$ cat config.mk
export PLATFORM = sky130hd
export DESIGN_NAME = trig_pulse_gen
export DESIGN_NICKNAME = d
export VERILOG_FILES = /design/src/rtl/trig_pkg.sv /design/src/rtl/trig_tick_div.sv /design/src/rtl/trig_run_gen.sv /design/src/rtl/trig_shot_gen.sv /design/src/rtl/trig_pulse_gen.sv
export SDC_FILE = /design/constraint.sdc
export NUM_CORES = 1
export LEC_CHECK = 0
export BUFFER_PORTS_ARGS = -buffer_cell sky130_fd_sc_hd__buf_2
export CAP_MARGIN = 20
export CORE_AREA = 8 8 97 99
export DETAILED_ROUTE_END_ITERATION = 16
export DIE_AREA = 0 0 105 107
export SYNTH_ARGS = -nofsm -noshare
export SYNTH_HDL_FRONTEND = slang
export SYNTH_SLANG_ARGS = --single-unit
$ cat constraint.sdc
create_clock -name clk -period 4.55 [get_ports clk]
set_clock_uncertainty 0.05 [all_clocks]
set_input_delay 0.2275 -clock clk [delete_from_list [all_inputs] [get_ports clk]]
set_output_delay 0.2275 -clock clk [all_outputs]
set_load 0.01 [all_outputs]
$ cat src/rtl/trig_pkg.sv
package trig_pkg;
  typedef enum logic {PH_HIGH = 1'b0, PH_LOW = 1'b1} phase_e;
endpackage

$ cat src/rtl/trig_tick_div.sv
module trig_tick_div #(
  parameter int DIV = 10
) (
  input  logic clk,
  input  logic rst_n,
  output logic tick_o
);
  localparam int CW = (DIV > 1) ? $clog2(DIV) : 1;
  localparam logic [CW-1:0] LAST = CW'(DIV - 1);

  logic [CW-1:0] div_q, div_d;

  always_comb begin
    div_d = (div_q == LAST) ? '0 : div_q + 1'b1;
  end

  always_ff @(posedge clk or negedge rst_n) begin
    if (!rst_n) div_q <= '0;
    else        div_q <= div_d;
  end

  assign tick_o = (div_q == LAST);


  tick_single_chk: assert property (@(posedge clk) disable iff (!rst_n)
    tick_o |=> !tick_o);
endmodule

$ cat src/rtl/trig_run_gen.sv
module trig_run_gen
  import trig_pkg::*;
#(
  parameter int CNT_W = 16
) (
  input  logic             clk,
  input  logic             rst_n,
  input  logic             tick_i,
  input  logic             en_i,
  input  logic [CNT_W-1:0] hi_i,
  input  logic [CNT_W-1:0] lo_i,
  output logic             out_o
);
  phase_e           ph_q, ph_d;
  logic [CNT_W-1:0] cnt_q, cnt_d;
  logic             run_q, run_d;
  logic [CNT_W:0]   len, nxt;

  always_comb begin
    len = (ph_q == PH_HIGH) ? {1'b0, hi_i} : {1'b0, lo_i};
    if (len == '0) len = 1;
    nxt = {1'b0, cnt_q} + 1'b1;
  end

  always_comb begin
    run_d = en_i;
    ph_d  = ph_q;
    cnt_d = cnt_q;
    if (!en_i) begin
      ph_d  = PH_HIGH;
      cnt_d = '0;
    end else if (run_q && tick_i) begin
      if (nxt >= len) begin
        ph_d  = (ph_q == PH_HIGH) ? PH_LOW : PH_HIGH;
        cnt_d = '0;
      end else begin
        cnt_d = nxt[CNT_W-1:0];
      end
    end
  end

  always_ff @(posedge clk or negedge rst_n) begin
    if (!rst_n) begin
      run_q <= 1'b0;
      ph_q  <= PH_HIGH;
      cnt_q <= '0;
    end else begin
      run_q <= run_d;
      ph_q  <= ph_d;
      cnt_q <= cnt_d;
    end
  end

  assign out_o = run_q && (ph_q == PH_HIGH);


  run_off_chk: assert property (@(posedge clk) disable iff (!rst_n)
    !en_i |=> !out_o);

  run_hold_chk: assert property (@(posedge clk) disable iff (!rst_n)
    (en_i && !tick_i) |=> $stable(ph_q));
endmodule

$ cat src/rtl/trig_shot_gen.sv
module trig_shot_gen #(
  parameter int CNT_W = 16
) (
  input  logic             clk,
  input  logic             rst_n,
  input  logic             tick_i,
  input  logic             go_i,
  input  logic [CNT_W-1:0] hi_i,
  output logic             out_o
);
  logic             busy_q, busy_d;
  logic             go_q;
  logic [CNT_W-1:0] cnt_q, cnt_d;
  logic [CNT_W:0]   len, nxt;
  logic             start;

  always_comb begin
    len = (hi_i == '0) ? 1 : {1'b0, hi_i};
    nxt = {1'b0, cnt_q} + 1'b1;
    start = go_i && !go_q && !busy_q;
  end

  always_comb begin
    busy_d = busy_q;
    cnt_d  = cnt_q;
    if (start) begin
      busy_d = 1'b1;
      cnt_d  = '0;
    end else if (busy_q && tick_i) begin
      if (nxt >= len) begin
        busy_d = 1'b0;
        cnt_d  = '0;
      end else begin
        cnt_d = nxt[CNT_W-1:0];
      end
    end
  end

  always_ff @(posedge clk or negedge rst_n) begin
    if (!rst_n) begin
      busy_q <= 1'b0;
      go_q   <= 1'b0;
      cnt_q  <= '0;
    end else begin
      busy_q <= busy_d;
      go_q   <= go_i;
      cnt_q  <= cnt_d;
    end
  end

  assign out_o = busy_q;


  shot_end_on_tick_chk: assert property (@(posedge clk) disable iff (!rst_n)
    (busy_q && !tick_i) |=> busy_q);

  shot_no_restart_chk: assert property (@(posedge clk) disable iff (!rst_n)
    (busy_q && !tick_i) |=> $stable(cnt_q));
endmodule

$ cat src/rtl/trig_pulse_gen.sv
module trig_pulse_gen #(
  parameter int CNT_W    = 16,
  parameter int TICK_DIV = 10
) (
  input  logic             clk,
  input  logic             rst_n,
  input  logic [CNT_W-1:0] run_hi,
  input  logic [CNT_W-1:0] run_lo,
  input  logic [CNT_W-1:0] shot_hi,
  input  logic             run_en,
  input  logic             shot_go,
  input  logic             sel_shot,
  output logic             trig_out
);
  logic tick, run_out, shot_out;

  trig_tick_div #(.DIV(TICK_DIV)) u_div (
    .clk(clk), .rst_n(rst_n), .tick_o(tick));

  trig_run_gen #(.CNT_W(CNT_W)) u_run (
    .clk(clk), .rst_n(rst_n), .tick_i(tick), .en_i(run_en),
    .hi_i(run_hi), .lo_i(run_lo), .out_o(run_out));

  trig_shot_gen #(.CNT_W(CNT_W)) u_shot (
    .clk(clk), .rst_n(rst_n), .tick_i(tick), .go_i(shot_go),
    .hi_i(shot_hi), .out_o(shot_out));

  assign trig_out = sel_shot ? shot_out : run_out;


  sel_run_idle_chk: assert property (@(posedge clk) disable iff (!rst_n)
    (!sel_shot && !run_en) |=> (sel_shot || !trig_out));

  rst_low_chk: assert property (@(posedge clk) disable iff (!rst_n)
    $rose(rst_n) |-> !trig_out);
endmodule

# Word level (Yosys, flattened, before mapping)
# Index checks and enable logic that the tools add are counted.
[classes]
multipliers = 0
n_div = 0
bitwise_logic = 1
eq_ne = 3
add_sub_neg = 3
n_lt_le_gt_ge = 2
reduce_logical = 13
muxes = 18
shift = 0
[ops]
columns = ["cell", "count"]
rows = [
  ["$mux 16", 8],
  ["$add 16x1->17 const B", 2],
  ["$ge 17x17->1", 2],
  ["$logic_not 17->1", 1],
  ["$mux 17", 1],
  ["$logic_not 16->1", 1],
  ["$mux 1", 8],
  ["$logic_and 1x1->1", 5],
  ["$add 4x1->4 const B", 1],
  ["$eq 4x4->1 const B", 1],
  ["$mux 4", 1],
  ["$ne 2x1->1 const B", 2],
  ["$reduce_and 2->1", 2],
  ["$reduce_bool 2->1", 2],
  ["$logic_not 1->1", 2],
  ["$not 1->1", 1],
]
[word_totals]
mem_bits_rw = 0
mem_count = 0
mem_bits_ro = 0
register_bits = 40
latch_bits = 0
word_cells = 47

# Logic depth before layout (Yosys ltp)
# Gate-level depths: netlist of the first run.
[depth]
depth_word = 7
depth_mapped = 14

# Cells and area by module
# Synthesis of the first run repeated with hierarchy kept, for this count alone.
[hier_totals]
hier_cells = 407
hier_area_um2 = 3435.8
[by_module_without_submodules]
columns = ["module", "area_per_inst_um2", "cells_each", "seq_area_each_um2", "instances"]
rows = [
  ["trig_run_gen", 1711.6, 210, 450.4, 1],
  ["trig_shot_gen", 1537.7, 181, 450.4, 1],
  ["trig_tick_div", 171.4, 15, 100.1, 1],
  ["trig_pulse_gen", 15.0, 1, 0.0, 1],
]

# Worst setup path before layout of the first run
# OpenSTA, ideal clock, no wires.
[synth_timing]
kind = "register to register"
start = "register u_shot.cnt_q[0]"
end = "register u_shot.cnt_q[0]"
slack_ns = 1.382
required_time_ns = 4.375
period_less_slack_ns = 3.168
arrival_ns = 2.994
stages_incl_launch_ff = 14
n_path_buf = 1
path_cell_list = "dfrtp_1 -> ha_1 -> nand4_1 -> or2_1 -> nor2_1 -> nand3_1 -> xnor2_1 -> ha_1 -> nand3_1 -> a2111o_1 -> nand4_1 -> buf_2 -> nor2_1 -> mux2_2"
[synth_via]
elab_chain_len = 5
[synth_rtl]
columns = ["item", "line_no", "rtl"]
rows = [
  ["from (decl)", "trig_shot_gen.sv:13", "logic [CNT_W-1:0] cnt_q, cnt_d;"],
  ["from (signal assigned)", "trig_shot_gen.sv:47", "cnt_q <= cnt_d;"],
  ["$add 16x1->17 (*)", "trig_shot_gen.sv:19", "nxt = {1'b0, cnt_q} + 1'b1;"],
  ["$ge 17x17->1", "trig_shot_gen.sv:30", "if (nxt >= len) begin"],
  ["$mux 16 (*)", "trig_shot_gen.sv:30", ""],
  ["$mux 16 (*)", "trig_shot_gen.sv:29", "end else if (busy_q && tick_i) begin"],
  ["$mux 16 (*)", "trig_shot_gen.sv:26", "if (start) begin"],
]
# Every way passes the cells marked *; elsewhere a longest branch is shown, timed or not. The select of a mux whose other input is x is not followed.
# A chain may end at the register's enable or synchronous reset.

# Worst setup path after layout of the first run
[layout_timing]
start = "register u_run.ph_q"
end = "register u_run.ph_q"
[layout_via]
elab_chain_len = 6
elab_cells_between_ends = 10
classes_between = "order compare (1); eq/ne (1); mux (6); reduce/logical (2)"
[layout_rtl]
columns = ["item", "line_no", "rtl"]
rows = [
  ["from (decl)", "trig_run_gen.sv:14", "phase_e ph_q, ph_d;"],
  ["from (signal assigned)", "trig_run_gen.sv:49", "ph_q <= ph_d;"],
  ["$mux 16", "trig_run_gen.sv:20", "len = (ph_q == PH_HIGH) ? {1'b0, hi_i} : {1'b0, lo_i};"],
  ["$logic_not 17->1", "trig_run_gen.sv:21", "if (len == '0) len = 1;"],
  ["$mux 17", "trig_run_gen.sv:21", ""],
  ["$ge 17x17->1", "trig_run_gen.sv:33", "if (nxt >= len) begin"],
  ["$ne 2x1->1 (no source line)", "--", ""],
  ["$reduce_and 2->1 (no source line)", "--", ""],
]
# Several ways; a longest one is shown, not always the timed one. The select of a mux whose other input is x is not followed.

==> results of run 1 <==
-- metrics by stage --
step	hold WS (ns)	instance area [sq um]
floorplan	-0.118	3460
global placement	0.302	3800
detailed placement	0.307	3800
CTS	0.00229	3910
global route	0.0521	3920
finish	0.0174	3920
-- worst max-delay path: cells and delay by family (launching register included) --
family	cells	cell delay (ns)
AND/OR/NAND/NOR	4	1.31
flip-flops	1	0.95
AO/OA/AOI/OAI	3	0.57
multiplexers	1	0.42
adder cells (fa/ha/maj)	1	0.23
-- worst max-delay path by stage --
stage / startpoint / to
after global placement: u_run.ph_q$_DFFE_PN0P_ / u_run.ph_q$_DFFE_PN0P_
after detailed placement: u_run.ph_q$_DFFE_PN0P_ / u_run.ph_q$_DFFE_PN0P_
final: u_run.ph_q$_DFFE_PN0P_ / u_run.ph_q$_DFFE_PN0P_
after floorplan: u_shot.cnt_q[0]$_DFFE_PN0P_ / u_shot.cnt_q[0]$_DFFE_PN0P_
after CTS: u_run.ph_q$_DFFE_PN0P_ / u_run.ph_q$_DFFE_PN0P_
after global routing: u_shot.cnt_q[0]$_DFFE_PN0P_ / u_shot.cnt_q[0]$_DFFE_PN0P_
-- report_power, final --
group,internal (W),switching [W]
clock network,0.000163,0.000124
registers,0.000417,0.000115
logic,0.000272,0.000267
-- sequential cells by signal (all words and copies together) (netlist names) --
signal / flops
u_run.ph_q: 1
u_run.run_q: 1
u_shot.out_o: 1
u_shot.go_q: 1
u_shot.cnt_q: 16
u_div.div_q: 4
u_run.cnt_q: 16
-- layout by cell type, fill, tap and decap left out, drive strengths merged, types with 11 or more instances in the layout --
cell	instances
nor2	11
buf	55
mux2i	17
a21oi	12
dfrtp	40
inv	24
ha	34
nand4	19
nand3	17
o21ai	17
nor3	14
nand2	46
xnor2	21
-- per-layer routing --
metal  global-route usage  up-vias  wire, microns
met1                0.187     1370           3670
met3               0.0252        8            275
met2                0.269       52           4300
met4               0.0418        0            125
li1                     -     1534              -
met5                    0        -              0
-- kinds of logic after synthesis --
family	Yosys count	share of synthesized area
XOR/XNOR	29	0.0733
multiplexers	18	0.0524
AND/OR/NAND/NOR	146	0.228
AO/OA/AOI/OAI	81	0.186
flip-flops	40	0.289
adder cells (fa/ha/maj)	34	0.123
buffers and inverters	40	0.0484
-- area by class of cell --
cell class                 count  area share
inverter                      24      0.0230
sequential                    40       0.256
tap                          105      0.0336
multi-input combinational    308       0.586
clock inverter                 2     0.00895
clock buffer                   6      0.0185
timing repair buffer          56      0.0741
-- timing repair --
item,CTS,global route
hold buffers,0,1
setup endpoints to repair,0,0
buffers inserted,0,0
hold endpoints to repair,0,1
==> flow_summary.json, run 1 <==
{
  "status": "finished clean",
  "num_vias": 2964,
  "diodes": 0,
  "crit_chain": "mux2i_1 > nand4_1 > or4_1 > nand2_1 > ha_1 > a31oi_1 > a21oi_1 > or3_4 > a22o_1",
  "tightest_slew_ns": 0.925,
  "final_cells": 541,
  "viasPerCell": 5.48,
  "die_h_microns": 107,
  "synth_cell_type_count": 59,
  "slew_violations": 0,
  "drive_gt1_frac": 0.197,
  "async_flop_share": 1.00,
  "die_w_microns": 105,
  "synthTopCellsByArea": "dfrtp_1, ha_1, xnor2_1, nand2_1, mux2i_1",
  "synthFlopType": "dfrtp_1",
  "dr.pass1.iters": 4,
  "synthTopCellsByCount": "nand2_1, dfrtp_1, ha_1, inv_1, xnor2_1",
  "fmax_mhz": 275,
  "max_stage_delay_ns": 0.95,
  "rr_endpoint": "u_run.ph_q$_DFFE_PN0P_",
  "grt_start_max_net_pins": 41,
  "multi_input_area_sq_mm": 0.00229,
  "cts_resized": 0,
  "gp_congestion": 0.843,
  "num_io_pins": 54,
  "grt_usage": 0.152,
  "cpMaxStageDelayCell": "dfrtp_1",
  "synth_seq_area_share": 0.289,
  "syn_to_final_growth_pct": 13.0,
  "start_kind": "flip-flop",
  "critPathRequiredTime_ns": 4.68,
  "setup_tns_ns": 0,
  "synth-edff-count": 0,
  "grt_pass1_wl_mm": 14.3,
  "cellPowerDensity_mw_per_mm2": 347,
  "numCtsBuffers": 5,
  "fin_crit_ns": 3.64,
  "drv_cap": 0,
  "p_leak_nw": 1.78,
  "endpoint_kind": "flip-flop",
  "grt_overflow": 0,
  "path_max_fanout": 19,
  "cts_sinks": 40,
  "initial_core_util": 0.437,
  "finalCritPeriodShare": 0.800,
  "peakVddDrop_mv": 0.139,
  "drc_errors": 0,
  "total_power_w": 0.00136,
  "clk_latency_ns": 0.29,
  "clk_pin_slew_ns": 0.08,
  "coreArea_sq_mm": 0.00793,
  "ys_seq_elements": 40,
  "setup_violations": 0,
  "crit_arrival_ns": 3.77,
  "wl_mm": 8.37,
  "worstReg2RegStart": "u_run.ph_q$_DFFE_PN0P_",
  "antenna_found_initial": 0,
  "pre_cts_ws_ns": 0.921,
  "synth_nets": 475,
  "worst_slack_ns": 0.910,
  "synth_top_area_frac": 0.289,
  "rsz0062_at_grt": "no",
  "fin_util": 0.494,
  "hold_viol": 0,
  "synthCells": 388,
  "portBuffers": 53,
  "reg2reg_depth": 9,
  "n_fill_cell": 784,
  "synth_area_sq_mm": 0.00346,
  "num_rows": 33,
  "place_inst": 532,
  "nets": 522,
  "hold_class": "in2async",
  "regArea_sq_mm": 0.00100,
  "postSynthAreaPerCell_sq_um": 8.93,
  "relSlewSlack": 0.383,
  "clock_tree.root_cell": "clkbuf_8",
  "postRouteAntennaNets": 0,
  "ys.warnings.count": 0,
  "cts_tree": "done",
  "cts_buffer_depth": 2,
  "first_global_vias": 2909,
  "wl_per_cell_microns": 15.5,
  "dieArea_sq_mm": 0.0112,
  "rrSetupSlack_ns": 0.91,
  "htreeDepth": 2,
  "drt-initial-drc-count": 140,
  "yosysTopAreaCell": "dfrtp_1",
  "synth_most_common_cell": "nand2_1",
  "crit_type": "reg2reg",
  "dp_hpwl_mm": 6.69
}
Power figures use the tool's default switching activity.
==> inputs of run 2 (changes only) <==
ABC_AREA = 1   (was default)
CORE_AREA = 8 8 98 100   (was 8 8 97 99)
DIE_AREA = 0 0 106 108   (was 0 0 105 107)
clock period = 3.6 ns   (was 4.55 ns; I/O delays follow)
==> flow_summary.json, run 2 <==
{
  "cts_tree": "done",
  "switching_share": 0.313,
  "synth_seq_area_share": 0.283,
  "numCtsBuffers": 5,
  "ys_seq_elements": 40,
  "syn_to_final_growth_pct": 12.9,
  "diodes": 0,
  "fin_util": 0.497,
  "clk_pin_slew_ns": 0.08,
  "worstReg2RegStart": "u_run.cnt_q[0]$_DFFE_PN0P_",
  "cts_sinks": 40,
  "total_power_w": 0.00102,
  "setup_violations": 0,
  "portBuffers": 53,
  "rr_endpoint": "u_run.ph_q$_DFFE_PN0P_",
  "tightest_slew_ns": 0.923,
  "path_max_fanout": 18,
  "n_fill_cell": 795,
  "final_common_cell": "nand2_1",
  "coreArea_sq_mm": 0.00805,
  "p_sw_w": 0.000320,
  "slew_violations": 0,
  "wl_per_cell_microns": 12.3,
  "p_leak_nw": 2.24,
  "synth_top_area_frac": 0.283,
  "gp_congestion": 0.853,
  "synth_area_sq_mm": 0.00354,
  "htreeDepth": 2,
  "critPathRequiredTime_ns": 3.73,
  "synth_cell_type_count": 40,
  "num_rows": 33,
  "die_w_microns": 106,
  "fin_crit_ns": 2.97,
  "regArea_sq_mm": 0.00100,
  "pwr-share-seq": 0.478,
  "die_h_microns": 108,
  "crit_path_end": "u_run.ph_q$_DFFE_PN0P_",
  "dieArea_sq_mm": 0.0114,
  "cts_setup_buffers": 0,
  "largest_registers": "u_run.cnt_q x16, u_shot.cnt_q x16, u_div.div_q x4",
  "clock_tree.root_cell": "clkbuf_8",
  "synth-edff-count": 0,
  "relSlewSlack": 0.385,
  "drc_errors": 0,
  "post_dp_cell_area_sq_mm": 0.00389,
  "cts_buffer_depth": 2,
  "crit_arrival_ns": 3.10,
  "drt-initial-drc-count": 187,
  "postSynthAreaPerCell_sq_um": 7.23,
  "antenna_found_initial": 0,
  "drv_cap": 0,
  "hold_slack_ns": -0.0279,
  "start_kind": "flip-flop",
  "initial_core_util": 0.440,
  "violations": "negative hold slack",
  "synth_nets": 577,
  "crit_start": "u_run.cnt_q[0]$_DFFE_PN0P_",
  "synthTopCellsByArea": "dfrtp_1, nand2_1, ha_1, inv_1, xor2_1",
  "yosysTopAreaCell": "dfrtp_1",
  "dp_hpwl_mm": 6.50,
  "nets": 632,
  "synthTopCellsByCount": "nand2_1, inv_1, dfrtp_1, ha_1",
  "synth_most_common_cell": "nand2_1",
  "reg2reg_depth": 21,
  "grt_overflow": 0,
  "mostFrequentLayoutCells": "nand2_1, inv_1, buf_2, dfrtp_1, ha_1",
  "clk_latency_ns": 0.29,
  "async_flop_share": 1.00,
  "finalCritPeriodShare": 0.825,
  "num_vias": 3134,
  "dr.pass1.iters": 4,
  "pwr-share-comb": 0.229,
  "multi_input_area_sq_mm": 0.00215,
  "peakVddDrop_mv": 0.163,
  "status": "complete, but fails checks",
  "rrSetupSlack_ns": 0.63,
  "grt_start_max_net_pins": 41,
  "clkPwrFrac": 0.293,
  "drive_gt1_frac": 0.179,
  "setup_tns_ns": 0,
  "hold_class": "in2async",
  "first_global_vias": 3038,
  "hold_viol": 40,
  "synthFlopType": "dfrtp_1",
  "endpoint_kind": "flip-flop",
  "rsz0062_at_grt": "no",
  "viasPerCell": 4.81,
  "fmax_mhz": 337,
  "crit_type": "reg2reg",
  "fin_area_sq_mm": 0.00400,
  "num_io_pins": 54,
  "internal_power_w": 0.000700,
  "postRouteAntennaNets": 0,
  "synthCells": 490,
  "wl_mm": 8.02,
  "grt_usage": 0.143,
  "ys.warnings.count": 0,
  "grt_pass1_wl_mm": 13.8,
  "cellPowerDensity_mw_per_mm2": 255
}
==> run 2: critical path, cell delays in order, from the launching register on <==
cell,delay [ns]
dfrtp_1,0.44
ha_1,0.21
nand2_1,0.07
nor2_2,0.20
nand3_2,0.15
nor2_2,0.15
xor2_1,0.17
inv_1,0.09
ha_1,0.30
nand2_1,0.05
inv_1,0.06
nand2_1,0.07
nor2_1,0.15
a21oi_1,0.08
nand2_1,0.06
nand2_1,0.04
nand2_1,0.05
nand2_1,0.08
nand2_4,0.18
nand2_1,0.08
nand2_1,0.07
nand2_1,0.05
==> run 2: how the worst min path moves through the flow <==
| stage | start | to | slack, ns |
|---|---|---|---|
| after floorplan | rst_n | u_div.div_q[0]$_DFF_PN0_ | -0.17 |
| after global placement | shot_go | u_shot.go_q$_DFF_PN0_ | 0.27 |
| after detailed placement | shot_go | u_shot.go_q$_DFF_PN0_ | 0.28 |
| after CTS | rst_n | u_shot.cnt_q[15]$_DFFE_PN0P_ | 0.008 |
| after global routing | rst_n | u_run.cnt_q[1]$_DFFE_PN0P_ | 0.05 |
| final | rst_n | u_run.cnt_q[1]$_DFFE_PN0P_ | -0.03 |
==> run 2: timing repair <==
item,CTS,global route
gates resized for setup,0,0
hold endpoints to repair,2,0
hold buffers,2,0
==> run 2: per-layer routing <==
| layer | up-vias | global-route usage | part of all wire |
|---|---|---|---|
| li1 | 1670 | - | - |
| met2 | 65 | 0.239 | 0.47 |
| met3 | 10 | 0.0262 | 0.043 |
| met1 | 1389 | 0.181 | 0.46 |
| met4 | 0 | 0.0503 | 0.024 |
| met5 | - | 0 | 0 |
==> run 2: kinds of logic (layout without fill, tap and decap cells) <==
kind of cell,count (synthesis),in the layout,synth area share
adder cells (fa/ha/maj),34,34,0.120
multiplexers,13,13,0.0367
AND/OR/NAND/NOR,221,221,0.284
flip-flops,40,40,0.283
AO/OA/AOI/OAI,60,60,0.107
XOR/XNOR,24,24,0.0593
buffers and inverters,98,154,0.111
==> run 2: layout make-up <==
class                      count  share of cell area
clock buffer                   5              0.0172
sequential                    40               0.250
tap                          105              0.0328
inverter                      90              0.0845
multi-input combinational    352               0.537
clock inverter                 3             0.00469
timing repair buffer          56              0.0732
==> run 2: power groups by stage <==
stage               Combinational [W]  Clock, W  Sequential [W]
floorplan                    0.000161         0        0.000487
global placement             0.000229         0        0.000495
detailed placement           0.000233         0        0.000496
CTS                          0.000236  0.000308        0.000487
global route                 0.000275  0.000325        0.000491
finish                       0.000234  0.000298        0.000488
==> run 2: metrics by stage <==
stage	cells	setup slack, ns	hold slack [ns]
6_report	651	0.628	-0.0279
5_1_grt	651	0.242	0.0539
4_1_cts	651	0.651	0.00829
3_5_place_dp	641	0.681	0.276
3_3_place_gp	641	0.729	0.271
2_1_floorplan	490	1.04	-0.166
==> inputs of run 3 (changes only) <==
clock period = 3 ns   (was 3.6 ns; I/O delays follow)
==> flow_summary.json, run 3 (synthesis gave the netlist of run 2 again) <==
{
  "internal_power_w": 0.000937,
  "clock_tree.root_cell": "clkbuf_8",
  "crit_chain": "ha_1 > nand3_2 > nor2_2 > nand2_2 > nor2_4 > nand3_1 > xor2_1 > inv_1 > ha_1 > nand2_1 > nor2_1 > nand2_1 > nor2_1 > nand4_1 > nand4_1 > nor2_4 > nand2_8 > o21ai_0",
  "slew_violations": 0,
  "portBuffers": 53,
  "p_sw_w": 0.000385,
  "clk_pin_slew_ns": 0.08,
  "switching_share": 0.291,
  "die_h_microns": 108,
  "htreeDepth": 2,
  "drc_errors": 0,
  "numCtsBuffers": 5,
  "fin_crit_ns": 2.74,
  "postRouteAntennaNets": 0,
  "cpMaxStageDelayCell": "dfrtp_1",
  "drv_cap": 0,
  "critPathRequiredTime_ns": 3.16,
  "max_stage_delay_ns": 0.39,
  "tightest_slew_ns": 0.907,
  "dr.pass1.iters": 4,
  "hold_viol": 0,
  "grt_start_max_net_pins": 41,
  "wl_mm": 8.33,
  "dp_hpwl_mm": 6.66,
  "die_w_microns": 106,
  "total_power_w": 0.00132,
  "pwr-share-comb": 0.224,
  "syn_to_final_growth_pct": 16.6,
  "status": "finished clean",
  "antenna_found_initial": 0,
  "min_delay_path_depth": 8,
  "fin_util": 0.513,
  "finalCritPeriodShare": 0.915,
  "drt-initial-drc-count": 121,
  "cts_tree": "done",
  "num_rows": 33,
  "met1_length_mm": 3.71,
  "path_max_fanout": 16,
  "dr_wl_met3_microns": 280,
  "relSlewSlack": 0.395,
  "reg2reg_depth": 18,
  "pwr-share-seq": 0.444,
  "cts_sinks": 40,
  "coreArea_sq_mm": 0.00805,
  "drive_gt1_frac": 0.200,
  "gp_congestion": 0.824,
  "crit_type": "reg2reg",
  "start_kind": "flip-flop",
  "hold_class": "in2reg",
  "fmax_mhz": 364,
  "endpoint_kind": "flip-flop",
  "dieArea_sq_mm": 0.0114,
  "grt_usage": 0.149,
  "cts_buffer_depth": 2,
  "wl_per_cell_microns": 12.6,
  "first_global_vias": 3218,
  "cellPowerDensity_mw_per_mm2": 320,
  "p_leak_nw": 2.29,
  "clk_latency_ns": 0.29,
  "peakVddDrop_mv": 0.248,
  "initial_core_util": 0.440,
  "diodes": 0,
  "grt_overflow": 0,
  "crit_arrival_ns": 2.90,
  "mostFrequentLayoutCells": "nand2_1, inv_1, buf_2, dfrtp_1, ha_1",
  "num_io_pins": 54,
  "final_common_cell": "nand2_1",
  "nets": 640,
  "viasPerCell": 4.84,
  "num_vias": 3189,
  "n_fill_cell": 814,
  "clkPwrFrac": 0.332,
  "setup_violations": 0,
  "top_layer": "met4",
  "largest_registers": "u_run.cnt_q x16, u_shot.cnt_q x16, u_div.div_q x4",
  "grt_pass1_wl_mm": 14.4,
  "wl_met2_mm": 4.27
}
==> run 3: final cells by class <==
class | count | area, sq um | share of cell area
timing repair buffer | 64 | 368 | 0.0891
sequential | 40 | 1000 | 0.243
tap | 105 | 131 | 0.0318
inverter | 90 | 338 | 0.0818
clock inverter | 2 | 35.0 | 0.00848
multi-input combinational | 352 | 2180 | 0.528
clock buffer | 6 | 72.6 | 0.0176
==> run 3: power by group through the flow <==
| stage | sequential, W | clock, W | combinational [W] |
|---|---|---|---|
| final | 0.000587 | 0.000438 | 0.000297 |
| after global routing | 0.000591 | 0.000473 | 0.000345 |
| after CTS | 0.000585 | 0.000455 | 0.000288 |
| after detailed placement | 0.000596 | 0 | 0.000283 |
| after global placement | 0.000596 | 0 | 0.000276 |
| after floorplan | 0.000585 | 0 | 0.000193 |
==> run 3: critical path: cells and delay by family (launching register included) <==
| kind | cells | cell delay, ns |
|---|---|---|
| fa+ha+maj | 2 | 0.52 |
| simple gates | 13 | 1.30 |
| buf+inv | 1 | 0.07 |
| flops | 1 | 0.39 |
| xor+xnor | 1 | 0.13 |
| compound gates | 1 | 0.18 |
==> run 3: routing by layer <==
metal / vias up / track usage
li1: 1682 / -
met1: 1450 / 0.175
met2: 50 / 0.275
met3: 7 / 0.0291
met4: 0 / 0.0291
met5: - / 0
==> run 3: final timing paths <==
kind                       slack, ns                   startpoint                           end
setup / recovery                0.26  u_shot.cnt_q[1]$_DFFE_PN0P_   u_shot.cnt_q[2]$_DFFE_PN0P_
hold / removal                  0.46                  shot_hi[15]  u_shot.cnt_q[13]$_DFFE_PN0P_
setup reg to reg                0.26  u_shot.cnt_q[1]$_DFFE_PN0P_   u_shot.cnt_q[2]$_DFFE_PN0P_
hold reg to reg                 0.48     u_div.div_q[0]$_DFF_PN0_      u_div.div_q[0]$_DFF_PN0_
max in group asynchronous       1.80                        rst_n        u_run.ph_q$_DFFE_PN0P_
min in group asynchronous       0.48                        rst_n   u_run.cnt_q[12]$_DFFE_PN0P_
==> run 3: timing repair <==
action	in CTS	in global routing
hold buffers	3	0
resized for setup	0	14
buffers inserted	0	5
endpoints found under the hold margin	42	0
endpoints found under the setup margin	0	20
==> run 3: stage by stage <==
stage	area (sq um)	setup slack, ns	TNS (ns)	std cells	hold slack, ns
global placement	3910	0.211	0	643	0.242
floorplan	3540	0.444	0	490	-0.196
detailed placement	3910	0.0817	0	643	0.242
global route	4130	-0.0185	-0.0742	659	0.487
finish	4130	0.256	0	659	0.463
CTS	4050	0.0638	0	654	0.435
